**src/rtl/dla_pkg.sv**
```systemverilog
package dla_pkg;

   localparam int LANES = 2;
   localparam int LN    = 0;
   localparam int LP    = 1;

   typedef enum logic [3:0] {
      ST_IDLE,
      ST_START,
      ST_VALID,
      ST_NLEFT,
      ST_NRIGHT,
      ST_NCTR,
      ST_PSEEK,
      ST_PNOISE,
      ST_PEDGE,
      ST_TRACK
   } seq_state_e;

   typedef struct packed {
      logic load;
      logic step;
      logic up;
   } tap_cmd_t;

endpackage

```
**src/rtl/dla_tap_ctrl.sv**
```systemverilog
module dla_tap_ctrl
   import dla_pkg::*;
#(
   parameter int TAP_W = 5
) (
   input  logic             clk,
   input  logic             rst,
   input  tap_cmd_t         cmd,
   input  logic [TAP_W-1:0] load_val,
   output logic [TAP_W-1:0] tap,
   output logic             ld,
   output logic             ce,
   output logic             inc,
   output logic [TAP_W-1:0] val
);
   localparam logic [TAP_W-1:0] TMAX = '1;

   logic can_step;

   // saturate at both ends of the delay line
   always_comb begin
      can_step = cmd.step && !cmd.load &&
                 (cmd.up ? (tap != TMAX) : (tap != '0));
   end

   always_ff @(posedge clk or posedge rst) begin
      if (rst) begin
         tap <= '0;
         ld  <= 1'b0;
         ce  <= 1'b0;
         inc <= 1'b0;
         val <= '0;
      end else begin
         ld  <= cmd.load;
         ce  <= can_step;
         inc <= cmd.up;
         val <= load_val;
         if (cmd.load)
            tap <= load_val;
         else if (can_step)
            tap <= cmd.up ? tap + 1'b1 : tap - 1'b1;
      end
   end
endmodule

```
**src/rtl/dla_lane_eval.sv**
```systemverilog
module dla_lane_eval #(
   parameter int               WORD_W    = 8,
   parameter logic [WORD_W-1:0] TRAIN_PAT = 8'h5A,
   parameter int               SETTLE    = 8,
   parameter int               WIN       = 64
) (
   input  logic              clk,
   input  logic              rst,
   input  logic              start,
   input  logic [WORD_W-1:0] word,
   output logic              done,
   output logic              noisy
);
   localparam int LAST = SETTLE + WIN - 1;
   localparam int CW   = $clog2(LAST + 1);

   logic [CW-1:0] cnt;
   logic          busy;
   logic          bad;
   logic          err;

   always_comb begin
      err = (word != TRAIN_PAT) && (cnt >= CW'(SETTLE));
   end

   always_ff @(posedge clk or posedge rst) begin
      if (rst) begin
         cnt   <= '0;
         busy  <= 1'b0;
         bad   <= 1'b0;
         done  <= 1'b0;
         noisy <= 1'b0;
      end else begin
         done <= 1'b0;
         if (start) begin
            cnt  <= '0;
            busy <= 1'b1;
            bad  <= 1'b0;
         end else if (busy) begin
            if (cnt == CW'(LAST)) begin
               busy  <= 1'b0;
               done  <= 1'b1;
               noisy <= bad | err;
            end else begin
               cnt <= cnt + 1'b1;
               bad <= bad | err;
            end
         end
      end
   end
endmodule

```
**src/rtl/dla_bb_vote.sv**
```systemverilog
module dla_bb_vote #(
   parameter int WORD_W = 8
) (
   input  logic [WORD_W-1:0] d,
   input  logic [WORD_W-2:0] e,
   output logic              early,
   output logic              late
);
   int n_early;
   int n_late;

   always_comb begin
      n_early = 0;
      n_late  = 0;
      for (int i = 0; i < WORD_W - 1; i++) begin
         if (d[i] != d[i+1]) begin
            if (e[i] == d[i])
               n_early = n_early + 1;
            else
               n_late = n_late + 1;
         end
      end
      early = n_early > n_late;
      late  = n_late > n_early;
   end
endmodule

```
**src/rtl/diff_lane_aligner.sv**
```systemverilog
module diff_lane_aligner
   import dla_pkg::*;
#(
   parameter int                TAP_W     = 5,
   parameter int                START_TAP = 2 ** (TAP_W - 1),
   parameter int                SETTLE    = 8,
   parameter int                WIN       = 64,
   parameter int                WORD_W    = 8,
   parameter logic [WORD_W-1:0] TRAIN_PAT = 8'h5A
) (
   input  logic              clk,
   input  logic              rst,
   input  logic [WORD_W-1:0] n_word,
   input  logic [WORD_W-1:0] p_word,
   output logic              n_ld,
   output logic              n_ce,
   output logic              n_inc,
   output logic [TAP_W-1:0]  n_val,
   output logic              p_ld,
   output logic              p_ce,
   output logic              p_inc,
   output logic [TAP_W-1:0]  p_val,
   output logic [WORD_W-1:0] rx_data,
   output logic              rx_valid
);
   localparam logic [TAP_W-1:0] TMAX   = '1;
   localparam logic [TAP_W-1:0] TSTART = TAP_W'(START_TAP);
   localparam int               TCW    = $clog2(SETTLE + 1);

   generate
      if (SETTLE < 2) begin : g_bad_settle
         $error("SETTLE must cover the two-cycle delay command path");
      end
      if (WIN < 1) begin : g_bad_win
         $error("WIN must be at least one word");
      end
      if (START_TAP < 0 || START_TAP >= 2 ** TAP_W) begin : g_bad_start
         $error("START_TAP outside the delay range");
      end
      if (WORD_W < 2) begin : g_bad_word
         $error("WORD_W must hold at least one bit pair");
      end
   endgenerate

   seq_state_e       state, nxt;
   tap_cmd_t         cmd     [LANES];
   logic [TAP_W-1:0] lval    [LANES];
   logic [TAP_W-1:0] tap     [LANES];
   logic [TAP_W-1:0] val_o   [LANES];
   logic             ld_o    [LANES];
   logic             ce_o    [LANES];
   logic             inc_o   [LANES];
   logic [WORD_W-1:0] word   [LANES];
   logic             ev_done [LANES];
   logic             ev_noisy[LANES];
   logic             ev_start;

   logic [TAP_W-1:0] left_q, right_q, lo_q, hi_q;
   logic [TAP_W-1:0] left_d, right_d, lo_d, hi_d;
   logic             lock_q, lock_d;
   logic [TCW-1:0]   trk_cnt;
   logic             early, late;
   logic [TAP_W:0]   n_sum, p_sum;
   logic             done, nz_n, nz_p;

   assign word[LN] = n_word;
   assign word[LP] = p_word;

   // one delay controller and one window evaluator per lane
   for (genvar g = 0; g < LANES; g++) begin : g_lane
      dla_tap_ctrl #(.TAP_W(TAP_W)) u_tap (
         .clk      (clk),
         .rst      (rst),
         .cmd      (cmd[g]),
         .load_val (lval[g]),
         .tap      (tap[g]),
         .ld       (ld_o[g]),
         .ce       (ce_o[g]),
         .inc      (inc_o[g]),
         .val      (val_o[g])
      );
      dla_lane_eval #(
         .WORD_W    (WORD_W),
         .TRAIN_PAT (TRAIN_PAT),
         .SETTLE    (SETTLE),
         .WIN       (WIN)
      ) u_eval (
         .clk   (clk),
         .rst   (rst),
         .start (ev_start),
         .word  (word[g]),
         .done  (ev_done[g]),
         .noisy (ev_noisy[g])
      );
   end

   dla_bb_vote #(.WORD_W(WORD_W)) u_vote (
      .d     (n_word),
      .e     (p_word[WORD_W-2:0]),
      .early (early),
      .late  (late)
   );

   assign n_ld  = ld_o[LN];
   assign n_ce  = ce_o[LN];
   assign n_inc = inc_o[LN];
   assign n_val = val_o[LN];
   assign p_ld  = ld_o[LP];
   assign p_ce  = ce_o[LP];
   assign p_inc = inc_o[LP];
   assign p_val = val_o[LP];

   always_comb begin
      n_sum = {1'b0, left_q} + {1'b0, right_q};
      p_sum = {1'b0, lo_q} + {1'b0, hi_q};
      done  = ev_done[LN] & ev_done[LP];
      nz_n  = ev_noisy[LN];
      nz_p  = ev_noisy[LP];
   end

   always_comb begin
      nxt      = state;
      ev_start = 1'b0;
      left_d   = left_q;
      right_d  = right_q;
      lo_d     = lo_q;
      hi_d     = hi_q;
      lock_d   = lock_q;
      for (int i = 0; i < LANES; i++) begin
         cmd[i]  = '0;
         lval[i] = '0;
      end
      unique case (state)
         ST_IDLE: nxt = ST_START;
         ST_START: begin
            cmd[LN].load = 1'b1;  lval[LN] = TSTART;
            cmd[LP].load = 1'b1;  lval[LP] = TSTART;
            ev_start     = 1'b1;
            nxt          = ST_VALID;
         end
         ST_VALID: if (done) begin
            if ((!nz_n && !nz_p) || tap[LN] == TMAX || tap[LP] == TMAX) begin
               if (tap[LN] == '0) begin
                  left_d       = '0;
                  cmd[LN].load = 1'b1;
                  lval[LN]     = '0;
                  nxt          = ST_NRIGHT;
               end else begin
                  cmd[LN].step = 1'b1;
                  nxt          = ST_NLEFT;
               end
            end else begin
               cmd[LN].step = 1'b1;  cmd[LN].up = 1'b1;
               cmd[LP].step = 1'b1;  cmd[LP].up = 1'b1;
            end
            ev_start = 1'b1;
         end
         ST_NLEFT: if (done) begin
            if (nz_n || tap[LN] == '0) begin
               left_d       = nz_n ? tap[LN] + 1'b1 : '0;
               cmd[LN].load = 1'b1;
               lval[LN]     = left_d;
               nxt          = ST_NRIGHT;
            end else begin
               cmd[LN].step = 1'b1;
            end
            ev_start = 1'b1;
         end
         ST_NRIGHT: if (done) begin
            if (nz_n || tap[LN] == TMAX) begin
               right_d = (nz_n && tap[LN] != left_q) ? tap[LN] - 1'b1 :
                         (nz_n ? left_q : TMAX);
               nxt     = ST_NCTR;
            end else begin
               cmd[LN].step = 1'b1;  cmd[LN].up = 1'b1;
               ev_start     = 1'b1;
            end
         end
         ST_NCTR: begin
            cmd[LN].load = 1'b1;
            lval[LN]     = n_sum[TAP_W:1];
            if (tap[LP] == '0) begin
               lo_d = '0;
               hi_d = '0;
               nxt  = ST_PEDGE;
            end else begin
               cmd[LP].step = 1'b1;
               ev_start     = 1'b1;
               nxt          = ST_PSEEK;
            end
         end
         ST_PSEEK: if (done) begin
            if (nz_p && tap[LP] != '0) begin
               hi_d         = tap[LP];
               cmd[LP].step = 1'b1;
               ev_start     = 1'b1;
               nxt          = ST_PNOISE;
            end else if (tap[LP] == '0) begin
               hi_d = '0;
               lo_d = '0;
               nxt  = ST_PEDGE;
            end else begin
               cmd[LP].step = 1'b1;
               ev_start     = 1'b1;
            end
         end
         ST_PNOISE: if (done) begin
            if (!nz_p) begin
               lo_d = tap[LP] + 1'b1;
               nxt  = ST_PEDGE;
            end else if (tap[LP] == '0) begin
               lo_d = '0;
               nxt  = ST_PEDGE;
            end else begin
               cmd[LP].step = 1'b1;
               ev_start     = 1'b1;
            end
         end
         ST_PEDGE: begin
            cmd[LP].load = 1'b1;
            lval[LP]     = p_sum[TAP_W:1];
            lock_d       = 1'b1;
            nxt          = ST_TRACK;
         end
         ST_TRACK: if (trk_cnt == TCW'(SETTLE)) begin
            if (early && tap[LN] != TMAX && tap[LP] != TMAX) begin
               cmd[LN].step = 1'b1;  cmd[LN].up = 1'b1;
               cmd[LP].step = 1'b1;  cmd[LP].up = 1'b1;
            end else if (late && tap[LN] != '0 && tap[LP] != '0) begin
               cmd[LN].step = 1'b1;
               cmd[LP].step = 1'b1;
            end
         end
         default: nxt = ST_IDLE;
      endcase
   end

   always_ff @(posedge clk or posedge rst) begin
      if (rst) begin
         state    <= ST_IDLE;
         left_q   <= '0;
         right_q  <= '0;
         lo_q     <= '0;
         hi_q     <= '0;
         lock_q   <= 1'b0;
         trk_cnt  <= '0;
         rx_valid <= 1'b0;
         rx_data  <= '0;
      end else begin
         state    <= nxt;
         left_q   <= left_d;
         right_q  <= right_d;
         lo_q     <= lo_d;
         hi_q     <= hi_d;
         lock_q   <= lock_d;
         trk_cnt  <= (state == ST_TRACK && trk_cnt != TCW'(SETTLE)) ?
                     trk_cnt + 1'b1 : '0;
         rx_valid <= lock_q;
         rx_data  <= lock_q ? n_word : '0;
      end
   end
endmodule

```
**config.mk**
```make
export PLATFORM = sky130hd
export DESIGN_NAME = diff_lane_aligner
export DESIGN_NICKNAME = d
export VERILOG_FILES = /design/src/rtl/dla_pkg.sv /design/src/rtl/dla_tap_ctrl.sv /design/src/rtl/dla_lane_eval.sv /design/src/rtl/dla_bb_vote.sv /design/src/rtl/diff_lane_aligner.sv
export SDC_FILE = /design/constraint.sdc
export NUM_CORES = 1
export LEC_CHECK = 0
export ABC_AREA = 1
export BUFFER_PORTS_ARGS = -buffer_cell sky130_fd_sc_hd__buf_2
export CAP_MARGIN = 20
export CORE_ASPECT_RATIO = 1.4
export CORE_MARGIN = 1.5
export CORE_UTILIZATION = 40
export CTS_CLUSTER_SIZE = 40
export DETAILED_ROUTE_END_ITERATION = 16
export PLACE_DENSITY = 0.69
export SLEW_MARGIN = 0
export SYNTH_ARGS = -nofsm -noshare
export SYNTH_HDL_FRONTEND = slang
export SYNTH_SLANG_ARGS = --single-unit
```
**constraint.sdc**
```tcl
create_clock -name clk -period 2.8 [get_ports clk]
set_clock_uncertainty 0.15 [all_clocks]
set_input_delay 0.28 -clock clk [delete_from_list [all_inputs] [get_ports clk]]
set_output_delay 0.28 -clock clk [all_outputs]
set_load 0.05 [all_outputs]
```
==> results.md, run 1 <==
* Initial drt markers at 191
* Finished Cell Area at 8530 sq um
* Post-synth top area share at 34.9%
* Die W at between 100 and 150 microns
* Synthesized flop and latch total at 86
* Layout cells sized above 1 at 36.3%
* Top_reg_cell synth: dfrtp_1
* Core area at 15100 sq um
* Register clock-pin slew on the reported worst setup and hold paths at 70 ps
* CTS tree: done
* Static Leak at between 4 and 5 nW
* RSZ-0062 raised after global routing: true
* CP peak stage delay at between 200 and 300 ps
* CP max FO at 6
* R2r setup slk at 140 ps
* P&R area growth vs syn at 38.3%
* Site row count at 53
* Top cells by area, synth: dfrtp_1 35%, nand2_1 9.6%, inv_1 8.9%, ha_1 8.7%, nand3_1 4.1%
* Required time of the critical path at 2890 ps
* Clock Latency Late Sink at 350 ps
* Final ANT Viol Nets at 0
* Chip height at 150 microns
* Layout Utilization at 56.7%
* EDFF count, synth at 0
* Initial antenna violation count at 0
* Final HPWL from detailed placement at 11.5 mm
* FFs w/ async S/R, synth at 100%
* Sequential area share after synthesis at 34.9%
* Worst Tran Pin Value at 538 ps
* Crit path capture type: register
* Fin cells at approximately 1200
* First-pass GRT wire length at 26.6 mm
* Final Cycle Share at 172%
* Syn. warnings at 0
* Syn Area/Cell at 7.49 sq um
* Clk root buf: clkbuf_16
* Fill count at roughly 1300
* Pre-CTS WS at -2710 ps
* Drt first pass iters at 5
* Fin. max-slew vios at 0
* Largest net degree at the start of global routing at between 60 and 70
* GRT Total Usage at about 21%
* Peak supply drop at 0.308 mV
* Post-Synthesis Cell Area at 6170 sq um
* Hold Path Depth at 3
* Hold Path End: rx_data[1]
* CP max stage cell: ha_4
* Most frequent cells in the layout: 135 x nand2_1, 131 x inv_1, 125 x buf_4, 86 x dfrtp_1, 62 x nor2_1
* Post-synth cell types at 52
* # clock sinks at between 80 and 90
* Remaining Overflow, GRT at 0
* GPL Wtd Cong at 0.903
* Reg2reg start: g_lane[0].u_tap.tap[0]
* Routed wire length at about 16 mm
* Dpl cells at 1154
* Cell taking the most area after synthesis: dfrtp_1
* R2r endpoint: g_lane[0].u_tap.tap[3]
* Worst Hold Launch: n_word[1]
* Status: finished, violations left
* DIE AREA at 16200 sq um
* Commonest non-fill, non-tap cell in the layout: nand2_1
* Max Cap Violations at 0
* IO Port Bufs at 42
* Endpoints failing setup at 14
* Critical Path Start Type: primary input
* Post-Synthesis Cells at 823
* Critical path arrival at 4900 ps
* # H-tree levels at 3
* Drt via density at about 5.0
* R2R depth at 14
* WL/cell at around 13 microns
* Vias in the first global route at 6022
* Endpoints failing hold at 0
* Relative slew margins at 64.1%
* Cell Area, Placed at 7510 sq um
* # DRC at 0
* WS Path Type: in2reg
* Via Count at 6005
* Cts bufs inserted at 9
* HP Class: in2reg
* Power Density at 422 nW/um^2
* # diodes at 0
* Setup ws final at -2010 ps
* Initial Util at 41.0%
* IO Pins at 43
* Tmin final at 4810 ps
* Clk buf depth at 2
* Max Clk Rate at 208 MHz
* Failing checks: negative setup slack
* Fin nets at 1072
==> final cells by class <==
| class | instances | area [sq um] | share of cell area, % |
|---|---|---|---|
| Inverter | 167 | 647 | 7.58 |
| Tap cell | 192 | 240 | 2.82 |
| Multi-Input combinational cell | 568 | 3910 | 45.8 |
| Timing Repair Buffer | 177 | 1290 | 15.1 |
| Clock buffer | 11 | 253 | 2.96 |
| Clock inverter | 5 | 40.0 | 0.469 |
| Sequential cell | 86 | 2150 | 25.2 |
==> through the flow <==
stage / power [mW] / hold slack [ps] / setup TNS, ps
2_1_floorplan: 1.70 / 202 / -28970
3_3_place_gp: 1.99 / 181 / -34970
3_5_place_dp: 2.01 / 184 / -36260
4_1_cts: 3.42 / 1.52 / -27010
5_1_grt: 3.78 / 27.4 / -29900
6_report: 3.60 / 12.3 / -26990
==> registers in the layout, indices dropped and copies added, names as in the netlist, 2 cells and up <==
signal               cells
left_q                   5
g_lane.u_eval.busy       2
g_lane.u_eval.done       2
hi_q                     5
right_q                  5
g_lane.u_tap.val        10
g_lane.u_eval.bad        2
g_lane.u_eval.noisy      2
g_lane.u_tap.inc         2
g_lane.u_tap.tap        10
rx_data                  8
g_lane.u_tap.ld          2
g_lane.u_tap.ce          2
trk_cnt                  4
g_lane.u_eval.cnt       14
lo_q                     5
state                    4
==> critical path: cells and delay by family <==
| kind | cells | cell delay (ps) |
|---|---|---|
| AOI/OAI and AO/OA | 3 | 190 |
| adders and majority gates | 8 | 1880 |
| buffers and inverters | 9 | 550 |
| and+or+nand+nor | 20 | 1960 |
==> cell usage after synthesis, types with 13 or more instances <==
library cell / n
o21ai_0: 29
inv_1: 146
nand2_2: 23
nand2_1: 158
dfrtp_1: 86
inv_2: 20
nand3_1: 51
o21ai_1: 16
nand4_1: 19
ha_1: 43
a21oi_1: 22
xor2_1: 13
nor2_1: 68
==> repair_timing <==
item | in CTS | in global routing
hold buffers | 3 | 0
endpoints found under the setup margin | 14 | 14
pin swaps | 34 | 54
hold endpoints to repair | 28 | 0
gates resized for setup | 42 | 57
setup buffers | 31 | 10
==> logic make-up (layout without fill, tap and decap cells) <==
logic type | count (synthesis) | after routing | synth area share (%)
simple gates | 385 | 385 | 30.6
buf+inv | 171 | 360 | 10.6
compound gates | 107 | 107 | 10.5
flops | 86 | 86 | 34.9
fa+ha+maj | 45 | 45 | 9.37
xor+xnor | 24 | 24 | 3.41
mux | 3 | 3 | 0.487
other cells | 2 | 4 | 0.122
==> power by group <==
part / internal, mW / switching [mW] / total (mW) / leakage [nW]
clock: 0.657 / 0.533 / 1.19 / 0.135
combinational: 0.603 / 0.567 / 1.17 / 3.31
sequential: 1.24 / 0 / 1.24 / 1.11
total: 2.50 / 1.10 / 3.60 / 4.56
==> worst max-delay path by stage <==
stage               from  cells past startpoint  slack (ps)                     end
2_1_floorplan  n_word[0]                     37       -2210  g_lane[0].u_tap.tap[3]
3_3_place_gp   n_word[0]                     38       -2610  g_lane[1].u_tap.tap[0]
3_5_place_dp   n_word[0]                     39       -2710  g_lane[1].u_tap.tap[2]
4_1_cts        n_word[0]                     36       -2030  g_lane[1].u_tap.tap[3]
5_1_grt        n_word[0]                     41       -2230  g_lane[0].u_tap.tap[1]
6_report       n_word[0]                     40       -2010  g_lane[0].u_tap.tap[0]
==> per-layer routing <==
metal | track usage (%) | vias to the layer above | routed length (microns) | part of all wire (%)
met2 | 37.8 | 119 | 8730 | 54
met3 | 3.22 | 39 | 450 | 2.8
met5 | 0 | - | 0 | 0
met4 | 10.6 | 0 | 530 | 3.3
met1 | 23.1 | 2842 | 6540 | 40
li1 | - | 3005 | - | -
Note: power is estimated with default switching activity, not from simulation.
==> run 2: changes to the inputs <==
RECOVER_POWER = 100   (was not set)
SKIP_LAST_GASP = 1   (was not set)
SYNTH_HIERARCHICAL = 1   (was not set)
==> run 2 against run 1 <==
Effect of this change:
- fmax down 5.1%
- the flow still finishes with violations (negative setup slack)
- sequential cell count did not move
- largest cell class unchanged
- sequential power barely moved
- largest power group unchanged
- design area increased by 8.1%
- critical path depth grew 4
- critical endpoint is now g_lane[0].u_tap/tap[4]
- utilization down 2.1 points
==> results.md, run 2 <==
* Die W at 114 microns (+6.0%)
* Largest net degree at the start of global routing at 29 (-52%)
* Power Density at 380 nW/um^2 (-9.9%)
* Critical path arrival at 5150 ps (+250 ps)
* Tmin final at 5070 ps (+259 ps)
* Status: finished, violations left
* Cell taking the most area after synthesis: dfrtp_1
* Commonest non-fill, non-tap cell in the layout: nand2_1
* Largest register FFs at 14 (unchanged)
* CTS tree: done
* Critical Path Start Type: primary input
* Endpoints failing setup at 17 (+3)
* Max Cap Violations at 0 (unchanged)
* Pre-CTS WS at -2960 ps (-252 ps)
* Clk root buf: clkbuf_16
* Hold Path End: rx_data[7]
* # DRC at 0 (unchanged)
* HP Class: in2reg
* WS Path Type: in2reg
* Top_reg_cell synth: dfrtp_1
* Top cells by area, synth: dfrtp_1 31%, nand2_1 18%, ha_1 7.9%, inv_1 7.4%, nand3_1 5.8%
* Drt first pass iters at 5 (unchanged)
* Endpoints failing hold at 0 (unchanged)
* Hold Path Depth at 4 (+1)
* Setup TNS at -29290 ps (-2290 ps)
* Initial drt markers at 316 (+65%)
* GPL Wtd Cong at 0.933 (+3.3%)
* WL/cell at 12.6 microns (-6.3%)
* Setup ws final at -2270 ps (-259 ps)
* Top cell by count, worst path: nand2_1
* FFs w/ async S/R, synth at 100% (unchanged)
* # clock sinks at 86 (unchanged)
* Layout cells sized above 1 at 27.8% (-8.5 points)
* Post-synth cell types at 44 (-15%)
* Post-synth top area share at 30.9% (-4.0 points)
* # diodes at 0 (unchanged)
* Site row count at 56 (+5.7%)
* Worst Tran Pin Value at 739 ps (+200 ps)
* Failing checks: negative setup slack
* Vias in the first global route at 6753 (+12%)
* Top Registers: g_lane.u_eval/cnt (14), g_lane.u_tap/tap (10), g_lane.u_tap/val (10)
* DIE AREA at 18200 sq um (+12%)
* GRT Total Usage at 20.0% (-0.75 points)
* P&R area growth vs syn at 32.5%
* Remaining Overflow, GRT at 0 (unchanged)
* Syn Area/Cell at 6.84 sq um (-8.7%)
* CP max FO at 5 (-1)
* Ranking of synthesized cells by instance count: 342 x nand2_1, 137 x inv_1, 98 x nor2_1
* Register clock-pin slew on the reported worst setup and hold paths at 60 ps (about the same)
* Clock Latency Late Sink at 340 ps (about the same)
* Sequential area share after synthesis at 30.9% (-4.0 points)
* # H-tree levels at 3 (unchanged)
* Cts bufs inserted at 9 (unchanged)
* Crit. Startpoint: n_word[0]
* CP peak stage delay at 270 ps (about the same)
* CP max stage cell: ha_4
* Crit path capture type: register
* Routed wire length at 17.9 mm (+10%)
* Initial Util at 41.2% (+0.23 points)
* Fin nets at 1250 (+17%)
* Final HPWL from detailed placement at 13.6 mm (+18%)
* Peak supply drop at 0.217 mV (-30%)
* Static Leak at 4.97 nW (+9.1%)
* Core area at 16900 sq um (+12%)
* R2R depth at 13 (-1)
* Relative slew margins at 50.8% (-13 points)
* Synthesized flop and latch total at 86 (unchanged)
* Worst Hold Launch: n_word[7]
* Layout Utilization at 54.6% (-2.1 points)
* IO Port Bufs at 42 (unchanged)
* Hold Slack at 137 ps (+124 ps)
* IO Pins at 43 (unchanged)
* Most frequent cells in the layout: 304 x nand2_1, 123 x inv_1, 99 x buf_4, 90 x nor2_1, 86 x dfrtp_1
* Via Count at 6904 (+15%)
* RSZ-0062 raised after global routing: true
* Syn. warnings at 6 (+6)
* Drt via density at 4.86 (-2.4%)
* Final ANT Viol Nets at 0 (unchanged)
* Initial antenna violation count at 0 (unchanged)
* Reg2reg start: g_lane[1].u_tap/tap[0]
* Required time of the critical path at 2880 ps (about the same)
* Reg with most FFs: g_lane.u_eval/cnt
* Fin. max-slew vios at 0 (unchanged)
* EDFF count, synth at 0 (unchanged)
* Chip height at 159 microns (+6.1%)
* First-pass GRT wire length at 30.0 mm (+13%)
* Final Cycle Share at 181% (+9.2 points)
* R2r endpoint: g_lane[1].u_eval/noisy
* Post-Synthesis Cells at 1017 (+24%)
* Clk buf depth at 2 (unchanged)
* R2r setup slk at -150 ps (-290 ps)
* Max Clk Rate at 197 MHz (-5.1%)
* Top-count cell post-synth: nand2_1
* Post-Synthesis Cell Area at 6960 sq um (+13%)
[run 2: cell types whose count changed in the layout (fill, tap and decap cells not counted), moves of 10 or more]
cell / before / now
a21oi_1: 21 / 9
buf_2: 40 / 12
buf_4: 125 / 99
clkbuf_1: 0 / 29
nand2_1: 135 / 304
nand2_2: 29 / 42
nand3_1: 44 / 76
nor2_1: 62 / 90
nor2_2: 11 / 21
o21ai_1: 19 / 8
o22ai_1: 10 / 0
[run 2: cells by family (layout without fill, tap and decap cells)]
| kind of cell | Yosys count | after routing | share of synthesized area [%] |
|---|---|---|---|
| xor+xnor | 33 | 33 | 4.64 |
| flops | 86 | 86 | 30.9 |
| fa+ha+maj | 48 | 48 | 9.06 |
| compound gates | 61 | 61 | 5.23 |
| buf+inv | 159 | 329 | 8.65 |
| simple gates | 628 | 628 | 41.4 |
| other cells | 2 | 4 | 0.108 |
[run 2: report_power, final]
group | switching, mW | internal (mW) | total, mW
registers | 0 | 1.24 | 1.24
logic | 0.517 | 0.507 | 1.02
clock network | 0.503 | 0.738 | 1.24
total | 1.02 | 2.49 | 3.51
[run 2: final cells by class]
class,instances,area [sq um]
Timing Repair Buffer,159,1140
Tap cell,232,290
Multi-Input combinational cell,774,4720
Fill cell,1574,7670
Clock buffer,11,253
Inverter,154,609
Clock inverter,5,57.6
Sequential cell,86,2150
[run 2: worst max-delay path: cells and delay by family]
family	cells	cell delay, ps
and+or+nand+nor	27	2070
adders and majority gates	7	1660
buffers and inverters	6	570
AOI/OAI and AO/OA	4	550
[run 2: metal layers]
metal,up-vias,global-route usage [%],wire length (microns)
li1,3516,-,-
met3,49,2.17,321
met5,-,0,0
met4,0,8.58,655
met2,114,36.9,9750
met1,3225,23.0,7220
[run 2: worst max path at each step]
stage | end
final | g_lane[0].u_tap/tap[4]
after global routing | g_lane[0].u_tap/tap[4]
after CTS | g_lane[1].u_tap/tap[3]
after detailed placement | g_lane[0].u_tap/tap[3]
after global placement | g_lane[1].u_tap/tap[3]
after floorplan | g_lane[1].u_tap/tap[3]
[run 2: timing repair]
action	in CTS	in global routing
hold endpoints to repair	58	0
endpoints found under the setup margin	14	14
pin swaps	21	60
hold buffers	1	0
gates resized for setup	26	85
buffers inserted	12	13
[run 2: stage by stage]
| stage | total power [mW] | std cells | area, sq um |
|---|---|---|---|
| after CTS | 3.33 | 1412 | 8890 |
| final | 3.51 | 1421 | 9220 |
| after detailed placement | 2.01 | 1383 | 8400 |
| after global placement | 1.99 | 1383 | 8400 |
| after global routing | 3.69 | 1421 | 9220 |
| after floorplan | 1.73 | 1019 | 7210 |
==> run 3: changes to the inputs <==
PLACE_DENSITY = 0.66   (was 0.69)
SLEW_MARGIN = not set   (was 0)
clock period = 5.8 ns   (was 2.8 ns; I/O delays follow)
==> run 3 against run 2 <==
Effect of this change:
- the run ends with max-capacitance violations, max-slew violations left
- sequential cell count stayed put
- die area stayed put
- combinational power is 64% lower
- utilization is 4.8 points lower
- sequential power is 52% lower
- non-clock buffer count is 58 lower
- wire length is 7.4% lower
- via count is 5.2% lower
- final cell count is 4.1% lower
- largest cell class unchanged
==> results.md, run 3 (same netlist as run 2, synthesis figures left out) <==
* Status: finished, violations left
* Failing checks: max-capacitance violations, max-slew violations
* GPL Wtd Cong at 0.934 (+0.11%)
* Critical path arrival at 5570 ps (+420 ps)
* CTS tree: done
* Met2 wire len at 8.66 mm (-11%)
* # diodes at 0 (unchanged)
* CP peak stage delay at 280 ps (about the same)
* Max Cap Violations at 1 (+1)
* Net Switching at 0.454 mW (-55%)
* Wl on met1 at 7.22 mm (about the same)
* # clock sinks at 86 (unchanged)
* IO Port Bufs at 42 (unchanged)
* Initial Util at 41.2% (unchanged)
* Reg with most FFs: g_lane.u_eval/cnt
* Commonest non-fill, non-tap cell in the layout: nand2_1
* Seq pwr share at 38.5% (+3.1 points)
* Layout cells sized above 1 at 20.1% (-7.7 points)
* Drt first pass iters at 5 (unchanged)
* # H-tree levels at 3 (unchanged)
* Register clock-pin slew on the reported worst setup and hold paths at 70 ps (about the same)
* Largest net degree at the start of global routing at 39 (+34%)
* Clk root buf: clkbuf_16
* Initial antenna violation count at 0 (unchanged)
* Endpoints failing hold at 0 (unchanged)
* Static Leak at 4.61 nW (-7.4%)
* GRT Total Usage at 18.6% (-1.5 points)
* DR top layer: met4
* Vias in the first global route at 6222 (-7.9%)
* P&R area growth vs syn at 20.9%
* Fin. max-slew vios at 39 (+39)
* Final Cycle Share at 94.4%
* Final ANT Viol Nets at 0 (unchanged)
* Comb power frac at 23.7% (-5.5 points)
* Drt via density at 4.80 (-1.2%)
* Routed wire length at 16.6 mm (-7.4%)
* Fill count at 1708 (+8.5%)
* Clk buf depth at 2 (unchanged)
* Switching Share at 29.2% (+0.080 points)
* Relative slew margins at -50.5% (-100 points)
* Via Count at 6542 (-5.2%)
* Most frequent cells in the layout: 326 x nand2_1, 132 x inv_1, 95 x nor2_1, 86 x dfrtp_1, 78 x nand3_1
* Chip height at 159 microns (unchanged)
* # DRC at 0 (unchanged)
* WL/cell at 12.2 microns (-3.5%)
* Clock Latency Late Sink at 350 ps (about the same)
* Power Density at 185 nW/um^2 (-51%)
* Pint at 1.10 mW (-56%)
* DIE AREA at 18200 sq um (unchanged)
* First-pass GRT wire length at 27.9 mm (-7.3%)
* Top cell by count, worst path: nand2_1
* HP Class: in2async
* Fin cells at 1363 (-4.1%)
* Worst Tran Pin Value at 2260 ps (+1520 ps)
* Max Clk Rate at 183 MHz
* Site row count at 56 (unchanged)
* IO Pins at 43 (unchanged)
* Dpl cells at 1339 (-3.2%)
* WS Path Type: in2reg
* Cts bufs inserted at 9 (unchanged)
* Met3 routed WL at 350 microns (+9.0%)
* Endpoints failing setup at 0 (-17)
* Die W at 114 microns (unchanged)
* Required time of the critical path at 5890 ps (+3010 ps)
* Clk pwr share at 37.8% (+2.4 points)
* Tmin final at between 5000 and 6000 ps
* Peak supply drop at 0.104 mV (-52%)
* Core area at 16900 sq um (unchanged)
* Initial drt markers at 385 (+22%)
* Crit path capture type: register
* Critical Path Start Type: primary input
* Largest register FFs at 14 (unchanged)
* Remaining Overflow, GRT at 0 (unchanged)
* Top Registers: g_lane.u_eval/cnt (14), g_lane.u_tap/tap (10), g_lane.u_tap/val (10)
* CP max stage cell: ha_1
* CP max FO at 5 (unchanged)
* Final HPWL from detailed placement at 12.6 mm (-7.6%)
* Fin nets at 1192 (-4.6%)
* Hold Slack at 209 ps (+72.2 ps)
run 3: cell type report:
class	instances	area, sq um	area share [%]
Clock buffer	9	225	2.68
Clock inverter	7	73.8	0.878
Inverter	154	586	6.96
Multi-Input combinational cell	774	4450	52.9
Sequential cell	86	2150	25.6
Tap cell	232	290	3.45
Timing Repair Buffer	101	633	7.53
run 3: timing repair:
| item | 4_1_cts | 5_1_grt |
|---|---|---|
| hold buffers | 0 | 0 |
| setup endpoints to repair | 0 | 12 |
| resized for setup | 0 | 59 |
| buffers inserted | 0 | 8 |
run 3: per-layer routing:
layer | up-vias | global-route usage (%)
met4 | 0 | 6.65
li1 | 3401 | -
met1 | 3018 | 22.1
met5 | - | 0
met2 | 97 | 33.8
met3 | 26 | 2.32
run 3: worst max-delay path, delay by kind of cell:
kind / cells / cell delay [ps]
buffers and inverters: 5 / 450
AND/OR/NAND/NOR: 22 / 2180
XOR/XNOR: 1 / 140
AO/OA/AOI/OAI: 4 / 600
adder cells (fa/ha/maj): 7 / 1620
run 3: power by group through the flow:
stage          clock, mW  sequential [mW]  combinational, mW
3_5_place_dp           0            0.611              0.297
2_1_floorplan          0            0.611              0.195
6_report           0.589            0.600              0.369
4_1_cts            0.610            0.599              0.299
5_1_grt            0.632            0.599              0.415
3_3_place_gp           0            0.611              0.295
run 3: worst paths after layout:
check	endpoint	from	slack, ps	cells after the start
min in group clk	hi_q[0]	hi_q[0]	320	2
max reg2reg	g_lane[0].u_tap/tap[1]	g_lane[0].u_tap/tap[0]	2500	15
max	g_lane[1].u_tap/tap[3]	n_word[1]	320	39
min	g_lane[1].u_eval/done	rst	210	2
max in group asynchronous	state[2]	rst	3170	3
min reg2reg	hi_q[0]	hi_q[0]	320	2
run 3: per-stage QoR:
step / setup TNS (ps) / cell area, sq um / utilization [%] / setup slack (ps) / power, mW
3_5_place_dp: -2530 / 7900 / 46.8 / -321 / 0.908
3_3_place_gp: -1710 / 7900 / 46.8 / -249 / 0.906
6_report: 0 / 8410 / 49.8 / 323 / 1.56
2_1_floorplan: 0 / 7040 / - / 55.5 / 0.806
4_1_cts: 0 / 8190 / 48.5 / 22.5 / 1.51
5_1_grt: -28.4 / 8410 / 49.8 / -19.3 / 1.65
